==> src/rtl/cfg_seq_pkg.sv <==
package cfg_seq_pkg;

    localparam int unsigned STRAP_W = 3;

    typedef enum logic [2:0] {
        ST_CLEAR,
        ST_WAIT_INIT,
        ST_LOAD,
        ST_REL_GSR,
        ST_REL_GTS,
        ST_REL_DONE,
        ST_USER,
        ST_ERROR
    } seq_state_e;

    typedef struct packed {
        logic [STRAP_W-1:0] mode;
        logic [STRAP_W-1:0] variant;
    } strap_t;

    typedef struct packed {
        logic init_low;
        logic done_low;
        logic gsr;
        logic gts;
        logic load;
        logic eos;
    } ctrl_t;

    function automatic logic is_startup(seq_state_e st);
        return (st == ST_REL_GSR) || (st == ST_REL_GTS) || (st == ST_REL_DONE);
    endfunction

    function automatic ctrl_t decode_ctrl(seq_state_e st, logic eos_en);
        ctrl_t c;
        c = '{init_low: 1'b0, done_low: 1'b1, gsr: 1'b1, gts: 1'b1,
              load: 1'b0, eos: 1'b0};
        case (st)
            ST_CLEAR, ST_ERROR: c.init_low = 1'b1;
            ST_LOAD:            c.load = 1'b1;
            ST_REL_GSR:         c.gsr = 1'b0;
            ST_REL_GTS: begin
                c.gsr = 1'b0;
                c.gts = 1'b0;
            end
            ST_REL_DONE: begin
                c.gsr      = 1'b0;
                c.gts      = 1'b0;
                c.done_low = 1'b0;
            end
            ST_USER: begin
                c.gsr      = 1'b0;
                c.gts      = 1'b0;
                c.done_low = 1'b0;
                c.eos      = eos_en;
            end
            default: ;
        endcase
        return c;
    endfunction

endpackage

==> src/rtl/cfg_cycle_timer.sv <==
module cfg_cycle_timer #(
    parameter int unsigned LIMIT = 64
) (
    input  logic clk,
    input  logic rst,
    input  logic restart_i,
    input  logic run_i,
    output logic expired_o
);
    localparam int unsigned CW = (LIMIT > 1) ? $clog2(LIMIT) : 1;
    localparam logic [CW-1:0] LAST = CW'(LIMIT - 1);

    logic [CW-1:0] cnt_q;

    assign expired_o = (cnt_q == LAST);

    always_ff @(posedge clk) begin
        if (rst || restart_i) begin
            cnt_q <= '0;
        end else if (run_i && !expired_o) begin
            cnt_q <= cnt_q + 1'b1;
        end
    end

endmodule

==> src/rtl/cfg_strap_latch.sv <==
module cfg_strap_latch
    import cfg_seq_pkg::*;
(
    input  logic   clk,
    input  logic   rst,
    input  logic   capture_i,
    input  strap_t straps_i,
    output strap_t straps_o
);
    always_ff @(posedge clk) begin
        if (rst) begin
            straps_o <= '0;
        end else if (capture_i) begin
            straps_o <= straps_i;
        end
    end

endmodule

==> src/rtl/cfg_powerup_seq.sv <==
module cfg_powerup_seq
    import cfg_seq_pkg::*;
#(
    parameter int unsigned CLEAR_CYCLES = 64,
    parameter int unsigned PHASE_CYCLES = 1,
    parameter bit          EOS_EN       = 1'b1
) (
    input  logic               clk,
    input  logic               rst,
    input  logic               por_i,
    input  logic               prog_req_n_i,
    input  logic               init_pad_i,
    input  logic               done_pad_i,
    input  logic [STRAP_W-1:0] mode_strap_i,
    input  logic [STRAP_W-1:0] variant_strap_i,
    input  logic               load_ok_i,
    input  logic               load_err_i,
    output logic               init_drive_low_o,
    output logic               done_drive_low_o,
    output logic               gsr_o,
    output logic               gts_o,
    output logic               load_active_o,
    output logic               eos_o,
    output logic [STRAP_W-1:0] mode_latched_o,
    output logic [STRAP_W-1:0] variant_latched_o
);
    seq_state_e state_q;
    ctrl_t      ctrl;
    strap_t     strap_in, strap_q;
    logic       restart_req, clear_done, phase_exp, phase_step, capture;

    assign restart_req = por_i || !prog_req_n_i;
    assign capture     = (state_q == ST_WAIT_INIT) && init_pad_i && !restart_req;
    assign phase_step  = is_startup(state_q) && phase_exp &&
                         ((state_q != ST_REL_DONE) || done_pad_i);

    cfg_cycle_timer #(.LIMIT(CLEAR_CYCLES)) u_clear_timer (
        .clk       (clk),
        .rst       (rst),
        .restart_i (restart_req),
        .run_i     (state_q == ST_CLEAR),
        .expired_o (clear_done)
    );

    cfg_cycle_timer #(.LIMIT(PHASE_CYCLES)) u_phase_timer (
        .clk       (clk),
        .rst       (rst),
        .restart_i (restart_req || !is_startup(state_q) || phase_step),
        .run_i     (is_startup(state_q)),
        .expired_o (phase_exp)
    );

    assign strap_in = '{mode: mode_strap_i, variant: variant_strap_i};

    cfg_strap_latch u_strap_latch (
        .clk       (clk),
        .rst       (rst),
        .capture_i (capture),
        .straps_i  (strap_in),
        .straps_o  (strap_q)
    );

    always_ff @(posedge clk) begin
        if (rst || restart_req) begin
            state_q <= ST_CLEAR;
        end else begin
            case (state_q)
                ST_CLEAR:     if (clear_done) state_q <= ST_WAIT_INIT;
                ST_WAIT_INIT: if (init_pad_i) state_q <= ST_LOAD;
                ST_LOAD: begin
                    if (load_err_i)     state_q <= ST_ERROR;
                    else if (load_ok_i) state_q <= ST_REL_GSR;
                end
                ST_REL_GSR:   if (phase_step) state_q <= ST_REL_GTS;
                ST_REL_GTS:   if (phase_step) state_q <= ST_REL_DONE;
                ST_REL_DONE:  if (phase_step) state_q <= ST_USER;
                default:      state_q <= state_q;
            endcase
        end
    end

    assign ctrl              = decode_ctrl(state_q, EOS_EN);
    assign init_drive_low_o  = ctrl.init_low;
    assign done_drive_low_o  = ctrl.done_low;
    assign gsr_o             = ctrl.gsr;
    assign gts_o             = ctrl.gts;
    assign load_active_o     = ctrl.load;
    assign eos_o             = ctrl.eos;
    assign mode_latched_o    = strap_q.mode;
    assign variant_latched_o = strap_q.variant;

    // a restart request forces the clear outputs on the next cycle
    assert_restart_clears_R1: assert property (@(posedge clk) disable iff (rst)
        restart_req |=> (init_drive_low_o && done_drive_low_o && gsr_o && gts_o && !eos_o));

    // latched straps move only out of the wait-for-INIT state
    assert_straps_stable_R3: assert property (@(posedge clk) disable iff (rst)
        (state_q != ST_WAIT_INIT) |=> $stable(strap_q));

    // a held-low INIT pad keeps the loader idle
    assert_init_hold_stalls_R4: assert property (@(posedge clk) disable iff (rst)
        (state_q == ST_WAIT_INIT && !init_pad_i && !restart_req) |=> !load_active_o);

    // the tristate is released only with set/reset already released
    assert_gts_after_gsr_R5: assert property (@(posedge clk) disable iff (rst)
        $fell(gts_o) |-> (!gsr_o && $past(!gsr_o)));

    // an error aborts with INIT and DONE both pulled low
    assert_error_aborts_R6: assert property (@(posedge clk) disable iff (rst)
        (state_q == ST_LOAD && load_err_i && !restart_req) |=>
        (init_drive_low_o && done_drive_low_o && !load_active_o));

    // DONE is released only after both globals are released
    assert_done_last_R7: assert property (@(posedge clk) disable iff (rst)
        !done_drive_low_o |-> (!gts_o && !gsr_o));

    // end-of-startup needs the DONE pad seen high
    assert_eos_needs_done_R8: assert property (@(posedge clk) disable iff (rst)
        $rose(eos_o) |-> $past(done_pad_i));

endmodule

==> config.mk <==
export PLATFORM = sky130hd
export DESIGN_NAME = cfg_powerup_seq
export DESIGN_NICKNAME = d
export VERILOG_FILES = /design/src/rtl/cfg_seq_pkg.sv /design/src/rtl/cfg_cycle_timer.sv /design/src/rtl/cfg_strap_latch.sv /design/src/rtl/cfg_powerup_seq.sv
export SDC_FILE = /design/constraint.sdc
export NUM_CORES = 1
export LEC_CHECK = 0
export ABC_AREA = 1
export ABC_CLOCK_PERIOD_IN_PS = 1260
export BUFFER_PORTS_ARGS = -buffer_cell sky130_fd_sc_hd__buf_4
export CORE_ASPECT_RATIO = 0.7
export CORE_MARGIN = 2
export CORE_UTILIZATION = 35
export CTS_CLUSTER_SIZE = 28
export DETAILED_ROUTE_END_ITERATION = 6
export SETUP_SLACK_MARGIN = 0.4
export SLEW_MARGIN = 25
export SYNTH_ARGS = -nofsm -noshare
export SYNTH_HDL_FRONTEND = slang
export SYNTH_SLANG_ARGS = --single-unit
export TNS_END_PERCENT = 20
==> constraint.sdc <==
create_clock -name clk -period 1.26 [get_ports clk]
set_input_delay 0.126 -clock clk [delete_from_list [all_inputs] [get_ports clk]]
set_output_delay 0.126 -clock clk [all_outputs]
set_load 0.01 [all_outputs]
# Word level (Yosys, flattened, before mapping)
# Cells that the tools add are included.
# Widths: inputs -> output; s select.
[classes] addsub=2 mul=0 n_div=0 magnitude_cmp=0 eq_ne=15 n_shift=0 mux=14 bitwise_logic=1 n_reduce_logical=25
[ops] cell="$mux 3" n=7
[ops] cell="$pmux 3 s6" n=1
[ops] cell="$eq 3x3->1 const B" n=4
[ops] cell="$ne 2x2->1 const B" n=5
[ops] cell="$logic_or 1x1->1" n=8
[ops] cell="$reduce_and 7->1" n=1
[ops] cell="$add 6x1->6 const B" n=1
[ops] cell="$eq 3x2->1 const B" n=2
[ops] cell="$eq 6x6->1 const B" n=1
[ops] cell="$logic_and 1x1->1" n=6
[ops] cell="$mux 1" n=6
[ops] cell="$ne 3x3->1 const B" n=2
[ops] cell="$reduce_bool 6->1" n=1
[ops] cell="$logic_not 1->1" n=4
[ops] cell="$reduce_or 2->1" n=2
[ops] cell="$reduce_or 4->1" n=1
[ops] cell="$eq 3x1->1 const B" n=1
[ops] cell="$logic_not 3->1" n=1
[ops] cell="$reduce_or 3->1" n=1
[ops] cell="$add 1x1->1 const B" n=1
[ops] cell="$not 1->1" n=1
[totals] reg_bits=16 latch_bits=0 ramBits=0 mem_bits_ro=0 input_bits=14 output_inout_bits=12 elab_cells=62 memories=0

# Longest topological paths before layout
# Gate-level depths: netlist (run 1).
[logic_depth] word_depth=7 depth_mapped=9

# Hierarchy
# Synthesis (run 1) repeated with hierarchy kept, for this count alone.
[unflattened] cells_unflattened=162 area_unflattened_um2=1003.5
[modules_own_cells] module="cfg_powerup_seq" instances=1 cells_each=67 area_each_um2=370.4
[modules_own_cells] module="cfg_cycle_timer (u_clear_timer)" instances=1 cells_each=49 area_each_um2=339.1
[modules_own_cells] module="cfg_strap_latch" instances=1 cells_each=38 area_each_um2=247.7
[modules_own_cells] module="cfg_cycle_timer (u_phase_timer)" instances=1 cells_each=8 area_each_um2=46.3

# Worst setup path before layout (run 1)
# No wires, ideal clock.
[synth_path] kind="register -> register" start="reg u_clear_timer.cnt_q[0]" end="reg state_q[0]" setup_ps=114 arrival_ps=1202 required_time_ps=1146 setup_slack_ps=-56 stages_incl_launch_ff=9 synth_period_minus_slack_ps=1316 cell_sequence="dfxtp_1 ha_1 nand3_1 nor2_1 nor2_4 nor2_2 nand2_2 nor2_1 nor2_2"
[synth_between] elab_chain_len=3
[synth_rtl] item="start, declared" line_no="cfg_cycle_timer.sv:13" source="logic [CW-1:0] cnt_q;"
[synth_rtl] item="start signal, assigned" line_no="cfg_cycle_timer.sv:21" source="cnt_q <= cnt_q + 1'b1;"
[synth_rtl] item="$eq 6x6->1" line_no="cfg_cycle_timer.sv:15" source="assign expired_o = (cnt_q == LAST);"
[synth_rtl] item="$ne 2x2->1 (no line)"
[synth_rtl] item="$reduce_and 7->1 (no line)"
[synth_rtl] item="end signal, assigned" line_no="cfg_powerup_seq.sv:77" source="default: state_q <= state_q;"
[synth_rtl] item="end, declared" line_no="cfg_powerup_seq.sv:27" source="seq_state_e state_q;"
# No other way between the ends.
# A chain may end at the register's enable or synchronous reset.

# Final worst setup path (run 1)
[layout_path] start="reg state_q[2]" end="out gsr_o"
[layout_between] elab_chain_len=3 word_cells_on_any_way=6
[layout_rtl] item="$eq 3x2->1 or $eq 3x3->1 (tied branches)" line_no="cfg_seq_pkg.sv:38" source="case (st)"
[layout_rtl] item="$reduce_or 4->1 (no line) (*)"
[layout_rtl] item="$mux 1 (*)" line_no="cfg_seq_pkg.sv:38"
[layout_rtl] item="end, declared" line_no="cfg_powerup_seq.sv:20" source="output logic gsr_o,"
# Mark *: on every way between the ends. The rest lies on a longest branch, timed or not.

==> impl_metrics.csv, run 1 <==
group,metric,value,unit
cts,htree_levels,1,
timing,setup_tns,-0.2239,ns
route,detail-route-antenna-nets,0,
synth,yosys.cell_count.top_type,"nand2_1",
synth,avgSynthCellArea,6.633,µm²
synth,synth_nets,141,
cts,numCtsBuffers,3,
synth,synth_area,835.8,µm²
route,wl_met1,949,µm
synth,synth_ff_type,"dfxtp_1",
global_routing,grt_antenna_before_repair,0,
setup_path,worstPathArrival,1.23,ns
placed_design,gp_congestion,0.8049,
timing,rsz0062_at_grt,"true",
timing,fin_crit_sh,107.3,%
synth,synthCells,126,
setup_path,cp-end-kind,"output pin",
global_routing,grt_pass1_vias,873,
setup_path,start_kind,"flip-flop",
floorplan,die_area,2801,µm²
cts,clock_latency,0.28,ns
synth,synth_common_cells,"nand2_1, inv_1, dfxtp_1, nor2_1",
setup_path,critPathRequiredTime,1.13,ns
floorplan,core_area,2207,µm²
timing,finalMaxSlewViolations,0,
timing,finalHoldViolCount,0,
setup_path,slowest_stage,"dfxtp_2",
route,dr.pass1.iters,4,
synth,ys_seq_elements,16,
route,drtIter0Drc,35,
cts,hold_buffers,0,
cts,cts.clk_slew.worst_paths,0.09,ns
placed_design,dp_hpwl,1559,µm
finish,instances_no_fill,199,
synth,yosys_warnings,0,
synth,synth_cell_type_count,19,
route,topRoutingLayerUsed,"met4",
placed_design,port_buffers,25,
pwr,p_leak,0.6038,nW
placed_design,place_ws,-0.03800,ns
cts,cts_tree,"built",
route,viasPerCell,4.663,
global_routing,grt_max_degree,12,
setup_path,crit_chain,"inv_2 > buf_6 > nor2_2 > a211oi_2 > buf_4",
finish,fin_nets,183,
setup_path,slowest_delay,0.33,ns
timing,clock_skew,0.003819,ns
route,routed_wl,2134,µm
pwr,p_total,916.6,µW
floorplan,die-height,44.89,µm
placed_design,dpl_cell_area,1169,µm²
floorplan,rows,14,
global_routing,grt-ovfl-total,0,
placed_design,dp.cells,192,
finish,final_util,61.28,%
synth,synth_top_area_share,38.32,%
route,vias,928,
route,wl_met3,109,µm
timing,period_minus_slack,1.352,ns
flow_run,maxCapViolations,0,
finish,register_area,334.1,µm²
synth,synth_edf_count,0,
timing,setup_viol,6,
synth,ys_async_sr_fraction,0,%
setup_path,crit_type,"reg2out",
finish,area_growth_syn_to_layout,61.83,%
setup_path,critPathMaxFanout,5,
floorplan,die_x,62.41,µm
floorplan,initial_utilization,37.87,%
cts,clock_sinks,16,
timing,holdWs,0.08990,ns
global_routing,grt_usage,16.81,%
route,wire_per_inst,10.72,µm
route,met2_length,1067,µm
global_routing,grt_pass1_wl,3663,µm
pwr,powerDensity,677.7,nW/µm²
synth,synth-seq-area-share,38.32,%
floorplan,io_pins,26,
cts,cts.path.max_buffers,2,
status,status,"finished with violations",
finish,multi_input_area,533.0,µm²
pwr,ir_worst_vdd,0.0004575,V
finish,diodes,0,
synth,synth_top_cell_by_area,"dfxtp_1",
finish,drive_gt1_share,52.10,%
finish,nFillCells,217,
status,violations,"setup timing",
finish,design_area,1353,µm²
timing,setup_slack,-0.09165,ns
synth,synthTopCellsByArea,"dfxtp_1, nand2_1, inv_1",
cts,cts_root_buffer,"clkbuf_4",
min_path,hp-class,"in2reg",
route,drc,0,
timing,fmax,739.8,MHz
-- final timing paths --
kind | end | cells after the start | from | slack, ns
setup reg to reg | state_q[2] | 9 | u_clear_timer.cnt_q[0] | -0.04
hold / removal | u_strap_latch.straps_o[5] | 3 | mode_strap_i[2] | 0.09
setup / recovery | gsr_o | 5 | state_q[2] | -0.09
hold reg to reg | u_strap_latch.straps_o[5] | 2 | u_strap_latch.straps_o[5] | 0.45
-- power by group --
group	internal [mW]	switching [mW]
Combinational	0.0383	0.0285
Clock	0.176	0.162
Sequential	0.509	0.00358
-- registers in the layout (all words and copies together) (netlist names) --
signal,count
state_q,3
u_clear_timer.cnt_q,6
u_phase_timer.cnt_q,1
u_strap_latch.straps_o,6
-- kinds of logic after synthesis --
| family | after synthesis | share of synthesized area (%) |
|---|---|---|
| AO/OA/AOI/OAI | 26 | 15.87 |
| buffers and inverters | 23 | 11.68 |
| XOR/XNOR | 2 | 2.096 |
| other | 1 | 0.4487 |
| adder cells (fa/ha/maj) | 1 | 1.497 |
| flip-flops | 16 | 38.32 |
| AND/OR/NAND/NOR | 57 | 30.09 |
-- cells in the final DEF (no fill, tap or decap), drive strengths merged --
cell,Yosys,layout
o21ai,13,13
buf,2,39
nand3,6,6
nand4,2,2
clkbuf,0,4
nor2,22,22
inv,21,21
dfxtp,16,16
conb,1,1
xnor2,2,2
ha,1,1
nand2,27,27
a21oi,12,12
a211oi,1,1
-- worst max-delay path, delay by kind of cell, from the launching register on --
kind,cells,cell delay [ns]
flops,1,0.33
simple gates,1,0.04
buf+inv,3,0.36
compound gates,1,0.21
-- routing by layer --
layer  GRT usage, %  vias up
met3          5.985        2
li1               -      480
met4          2.667        0
met2          31.18       17
met5              0        -
met1          19.57      429
-- what timing repair did --
item | 4_1_cts | 5_1_grt
buffers inserted | 3 | 0
setup endpoints to repair | 27 | 27
pin swaps | 3 | 9
gates resized for setup | 31 | 17
-- cell type report --
| cell class | count | share of cell area (%) |
|---|---|---|
| clock buffers | 4 | 2.683 |
| multi-input cells | 87 | 39.41 |
| repair buffers | 39 | 24.42 |
| well taps | 32 | 2.960 |
| inverters | 21 | 5.828 |
| flip-flops and latches | 16 | 24.70 |
Power figures use the tool's default switching activity.
==> run 2, diff against run 1 <==
--- a/config.mk
+++ b/config.mk
@@ -6,7 +6,7 @@
 export NUM_CORES = 1
 export LEC_CHECK = 0
 export ABC_AREA = 1
-export ABC_CLOCK_PERIOD_IN_PS = 1260
+export ABC_CLOCK_PERIOD_IN_PS = 1300
 export BUFFER_PORTS_ARGS = -buffer_cell sky130_fd_sc_hd__buf_4
 export CORE_ASPECT_RATIO = 0.7
 export CORE_MARGIN = 2
==> constraint.sdc (replaced) <==
create_clock -name clk -period 1.3 [get_ports clk]
set_input_delay 0.13 -clock clk [delete_from_list [all_inputs] [get_ports clk]]
set_output_delay 0.13 -clock clk [all_outputs]
set_load 0.01 [all_outputs]
==> impl_metrics.csv, run 2 (synthesis results as in run 1) <==
group,metric,value,unit
status,status,"finished with violations",
status,violations,"setup timing",
cts,cts.path.max_buffers,2,
finish,top_regs,"u_clear_timer.cnt_q x6, u_strap_latch.straps_o x6, state_q x3",
timing,fmax,744.0,MHz
cts,clock_sinks,16,
route,dr.pass1.iters,4,
finish,diodes,0,
global_routing,grt_pass1_wl,3525,µm
setup_path,slowest_stage,"dfxtp_4",
setup_path,crit_chain,"buf_6 > nand2_4 > nor2_4 > a21oi_1 > buf_4",
finish,fin_nets,183,
min_path,hold_depth,3,
min_path,hold_path_end,"u_strap_latch.straps_o[4]",
setup_path,r2r_slack,-0.01,ns
pwr,powerDensity,605.6,nW/µm²
finish,final_cell_mix,"buf_4, nand2_1, inv_1",
floorplan,core_area,2207,µm²
pwr,p_leak,0.6030,nW
timing,setup_slack,-0.04407,ns
route,viasPerCell,4.515,
cts,htree_levels,1,
setup_path,r2r-start,"u_clear_timer.cnt_q[0]",
route,detail-route-antenna-nets,0,
pwr,netSwitchingFraction,22.95,%
min_path,hp-class,"in2reg",
global_routing,grt_pass1_vias,816,
finish,instances_no_fill,198,
min_path,hp-start,"mode_strap_i[1]",
cts,hold_buffers,0,
pwr,pwr-share-clk,32.5,%
placed_design,port_buffers,25,
setup_path,slowest_delay,0.38,ns
pwr,p_switching,188.9,µW
setup_path,critPathBufInv,2,
setup_path,start_kind,"flip-flop",
timing,rsz0062_at_grt,"true",
pwr,p_total,822.8,µW
finish,final_common_cell,"buf_4",
setup_path,cp_top_family,"flip-flops",
timing,finalMaxSlewViolations,0,
pwr,p_seq_share,59.8,%
timing,setup_viol,4,
timing,clock_skew,0.0005959,ns
timing,period_minus_slack,1.344,ns
setup_path,crit_type,"reg2out",
setup_path,reg2reg_depth,8,
route,wire_per_inst,10.94,µm
pwr,internal_power,634.0,µW
timing,finalHoldViolCount,0,
floorplan,die_area,2801,µm²
global_routing,grt_antenna_before_repair,0,
floorplan,die_x,62.41,µm
route,drc,0,
global_routing,grt-ovfl-total,0,
floorplan,rows,14,
setup_path,critPathRequiredTime,1.17,ns
pwr,ir_worst_vdd,0.0005739,V
floorplan,die-height,44.89,µm
cts,cts_root_buffer,"clkbuf_4",
global_routing,grt_usage,16.21,%
route,drtIter0Drc,45,
placed_design,dp_hpwl,1457,µm
setup_path,critPathMaxFanout,5,
pwr,combPwrFrac,7.7,%
finish,drive_gt1_share,52.41,%
timing,fin_crit_sh,103.4,%
route,routed_wl,2166,µm
route,vias,894,
cts,clock_latency,0.29,ns
placed_design,place_ws,-0.06712,ns
placed_design,gp_congestion,0.8616,
timing,holdWs,0.08674,ns
cts,cts.clk_slew.worst_paths,0.09,ns
cts,cts_tree,"built",
finish,area_growth_syn_to_layout,62.57,%
setup_path,worstPathArrival,1.21,ns
global_routing,grt_max_degree,13,
cts,numCtsBuffers,3,
placed_design,dp.cells,188,
floorplan,io_pins,26,
setup_path,r2r_end,"u_clear_timer.cnt_q[5]",
setup_path,cp-end-kind,"output pin",
floorplan,initial_utilization,37.87,%
flow_run,maxCapViolations,0,
run 2: changes by cell type in the layout (fill, tap and decap cells not counted), sizes merged:
cell,before,now
clkbuf,4,3
run 2: power by group through the flow:
stage | clock network, mW | logic [mW] | registers (mW)
3_5_place_dp | 0 | 0.0555 | 0.508
3_3_place_gp | 0 | 0.0559 | 0.508
4_1_cts | 0.269 | 0.0568 | 0.494
5_1_grt | 0.291 | 0.0707 | 0.493
2_1_floorplan | 0 | 0.0173 | 0.508
6_report | 0.267 | 0.0636 | 0.492
run 2: layer usage:
metal,GRT usage (%),vias up,routed length [µm]
met5,0,-,0
met3,6.733,4,111
li1,-,479,-
met2,25.38,24,998
met4,5.333,0,25
met1,20.68,387,1031
run 2: final cells by class:
cell class,instances,area [µm²]
fillers,207,848.3
multi-input cells,87,540.5
repair buffers,39,339.1
flip-flops and latches,16,337.8
inverters,21,78.83
well taps,32,40.04
clock buffers,3,22.52
run 2: worst max path at each step:
stage | cells after the start | end | slack, ns | startpoint
5_1_grt | 5 | done_drive_low_o | -0.09 | state_q[1]
4_1_cts | 5 | gsr_o | -0.04 | state_q[1]
3_3_place_gp | 9 | state_q[2] | 0.01 | u_clear_timer.cnt_q[1]
3_5_place_dp | 5 | u_strap_latch.straps_o[2] | -0.07 | state_q[0]
2_1_floorplan | 9 | state_q[0] | 0.11 | u_clear_timer.cnt_q[0]
6_report | 5 | done_drive_low_o | -0.04 | state_q[1]
run 2: through the flow:
step	area, µm²	util [%]	setup TNS, ns
2_1_floorplan	877.1	-	0
3_3_place_gp	1139	51.59	0
3_5_place_dp	1139	51.59	-0.3386
4_1_cts	1227	55.61	-0.1451
5_1_grt	1359	61.56	-0.5865
6_report	1359	61.56	-0.1303
run 2: timing repair:
action                                  4_1_cts  5_1_grt
gates resized for setup                      18       35
pin swaps                                     3       10
endpoints found under the hold margin         0        0
setup buffers                                 2        5
endpoints found under the setup margin       21       26
run 2: worst min-delay path: stages:
cell and delay [ns]:
buf_4 0.08, o21ai_2 0.04, a21oi_1 0.09
==> run 3, diff against run 2 <==
--- a/config.mk
+++ b/config.mk
@@ -10,9 +10,10 @@
 export BUFFER_PORTS_ARGS = -buffer_cell sky130_fd_sc_hd__buf_4
 export CORE_ASPECT_RATIO = 0.7
 export CORE_MARGIN = 2
-export CORE_UTILIZATION = 35
+export CORE_UTILIZATION = 45
 export CTS_CLUSTER_SIZE = 28
 export DETAILED_ROUTE_END_ITERATION = 6
+export PLACE_DENSITY = 0.72
 export SETUP_SLACK_MARGIN = 0.4
 export SLEW_MARGIN = 25
 export SYNTH_ARGS = -nofsm -noshare
==> impl_metrics.csv, run 3 (synthesis results as in run 1) <==
group,metric,value,unit
placed_design,dp.cells,179,
global_routing,grt_pass1_vias,875,
route,dr.pass1.iters,4,
min_path,hp-class,"in2reg",
floorplan,die_x,55.51,µm
global_routing,grt_max_degree,11,
route,routed_wl,2827,µm
route,wire_per_inst,14.50,µm
pwr,combPwrFrac,7.0,%
cts,cts.clk_slew.worst_paths,0.11,ns
finish,drive_gt1_share,55.75,%
pwr,p_switching,212.6,µW
global_routing,grt_usage,22.59,%
finish,area_growth_syn_to_layout,72.31,%
pwr,p_seq_share,54.3,%
global_routing,grt-ovfl-total,0,
route,detail-route-antenna-nets,0,
finish,instances_no_fill,195,
route,drc,0,
route,drtIter0Drc,51,
finish,final_common_cell,"buf_4",
floorplan,die-height,40.06,µm
floorplan,io_pins,26,
floorplan,core_area,1667,µm²
placed_design,gp_congestion,0.9053,
pwr,p_leak,0.6662,nW
cts,clock_latency,0.31,ns
route,vias,1019,
finish,diodes,0,
timing,finalMaxSlewViolations,0,
floorplan,die_area,2223,µm²
timing,fmax,677.1,MHz
cts,cts.path.max_buffers,2,
setup_path,critPathRequiredTime,1.52,ns
timing,setup_slack,-0.1769,ns
cts,clock_sinks,16,
timing,rsz0062_at_grt,"true",
timing,setup_viol,10,
placed_design,port_buffers,25,
setup_path,worstPathArrival,1.69,ns
finish,final_cell_mix,"buf_4, nand2_1, inv_1",
pwr,pwr-share-clk,38.7,%
timing,clock_skew,0.01557,ns
timing,finalHoldViolCount,0,
timing,period_minus_slack,1.477,ns
setup_path,start_kind,"flip-flop",
global_routing,grt_antenna_before_repair,0,
placed_design,dp_hpwl,1522,µm
timing,holdWs,0.08540,ns
setup_path,critPathMaxFanout,4,
pwr,ir_worst_vdd,0.0006967,V
finish,fin_nets,190,
finish,final_util,86.41,%
timing,fin_crit_sh,113.6,%
pwr,powerDensity,632.7,nW/µm²
cts,cts_root_buffer,"clkbuf_4",
placed_design,place_ws,0.0004574,ns
cts,htree_levels,1,
cts,numCtsBuffers,3,
cts,cts_tree,"built",
setup_path,crit_type,"reg2reg",
finish,top_regs,"u_clear_timer.cnt_q x6, u_strap_latch.straps_o x6, state_q x3",
pwr,internal_power,698.6,µW
setup_path,cp-end-kind,"flip-flop",
floorplan,rows,12,
status,status,"finished with violations",
pwr,p_total,911.2,µW
pwr,netSwitchingFraction,23.33,%
floorplan,initial_utilization,50.15,%
global_routing,grt_pass1_wl,3753,µm
status,violations,"setup timing",
route,viasPerCell,5.226,
flow_run,maxCapViolations,0,
run 3: changes by cell type in the layout (fill, tap and decap cells not counted), sizes merged:
cell and change:
clkbuf +1, buf +7
run 3: routing by layer:
metal  GRT usage (%)  vias up  part of all wire (%)
li1                -      493                     -
met1           27.52      448                    40
met2           38.39       69                    48
met3           6.774        9                   9.2
met4           10.37        0                   3.3
met5               0        -                     0
run 3: power by group through the flow:
stage / sequential (mW) / combinational (mW) / clock [mW]
after floorplan: 0.508 / 0.0173 / 0
after global placement: 0.508 / 0.0542 / 0
after detailed placement: 0.508 / 0.0553 / 0
after CTS: 0.494 / 0.0558 / 0.358
after global routing: 0.495 / 0.0708 / 0.378
final: 0.495 / 0.0637 / 0.353
run 3: what timing repair did:
item                       4_1_cts  5_1_grt
hold buffers                     0        0
buffers inserted                 7        5
pin swaps                        2        7
setup endpoints to repair       27       26
gates resized for setup         31       29
gates cloned                     0        0
run 3: path summary, 6_finish.rpt:
path                                   from                         to  slack [ns]  depth (start not counted)
setup reg to reg                 state_q[0]                 state_q[2]       -0.18                          9
hold reg to reg   u_strap_latch.straps_o[5]  u_strap_latch.straps_o[5]        0.45                          2
setup / recovery                 state_q[0]                 state_q[2]       -0.18                          9
hold / removal           variant_strap_i[1]  u_strap_latch.straps_o[1]        0.09                          3
run 3: per-stage QoR:
step	area, µm²	setup TNS, ns
final	1440	-0.6705
after detailed placement	1140	0
after CTS	1306	-0.4860
after global placement	1140	0
after floorplan	877.1	0
after global routing	1440	-1.482
run 3: cell type report:
type | instances | area [µm²]
multi-input cells | 87 | 561.8
repair buffers | 46 | 390.4
flip-flops and latches | 16 | 336.6
fillers | 88 | 226.5
inverters | 21 | 88.84
clock buffers | 4 | 36.28
well taps | 21 | 26.28
run 3: worst max-delay path: stages, from the launching register on:
cell,delay [ns]
dfxtp_2,0.34
buf_6,0.13
nand2_4,0.07
inv_4,0.04
buf_4,0.12
buf_4,0.12
o21ai_0,0.21
nand2_1,0.14
nor2_2,0.15
nor2_2,0.05
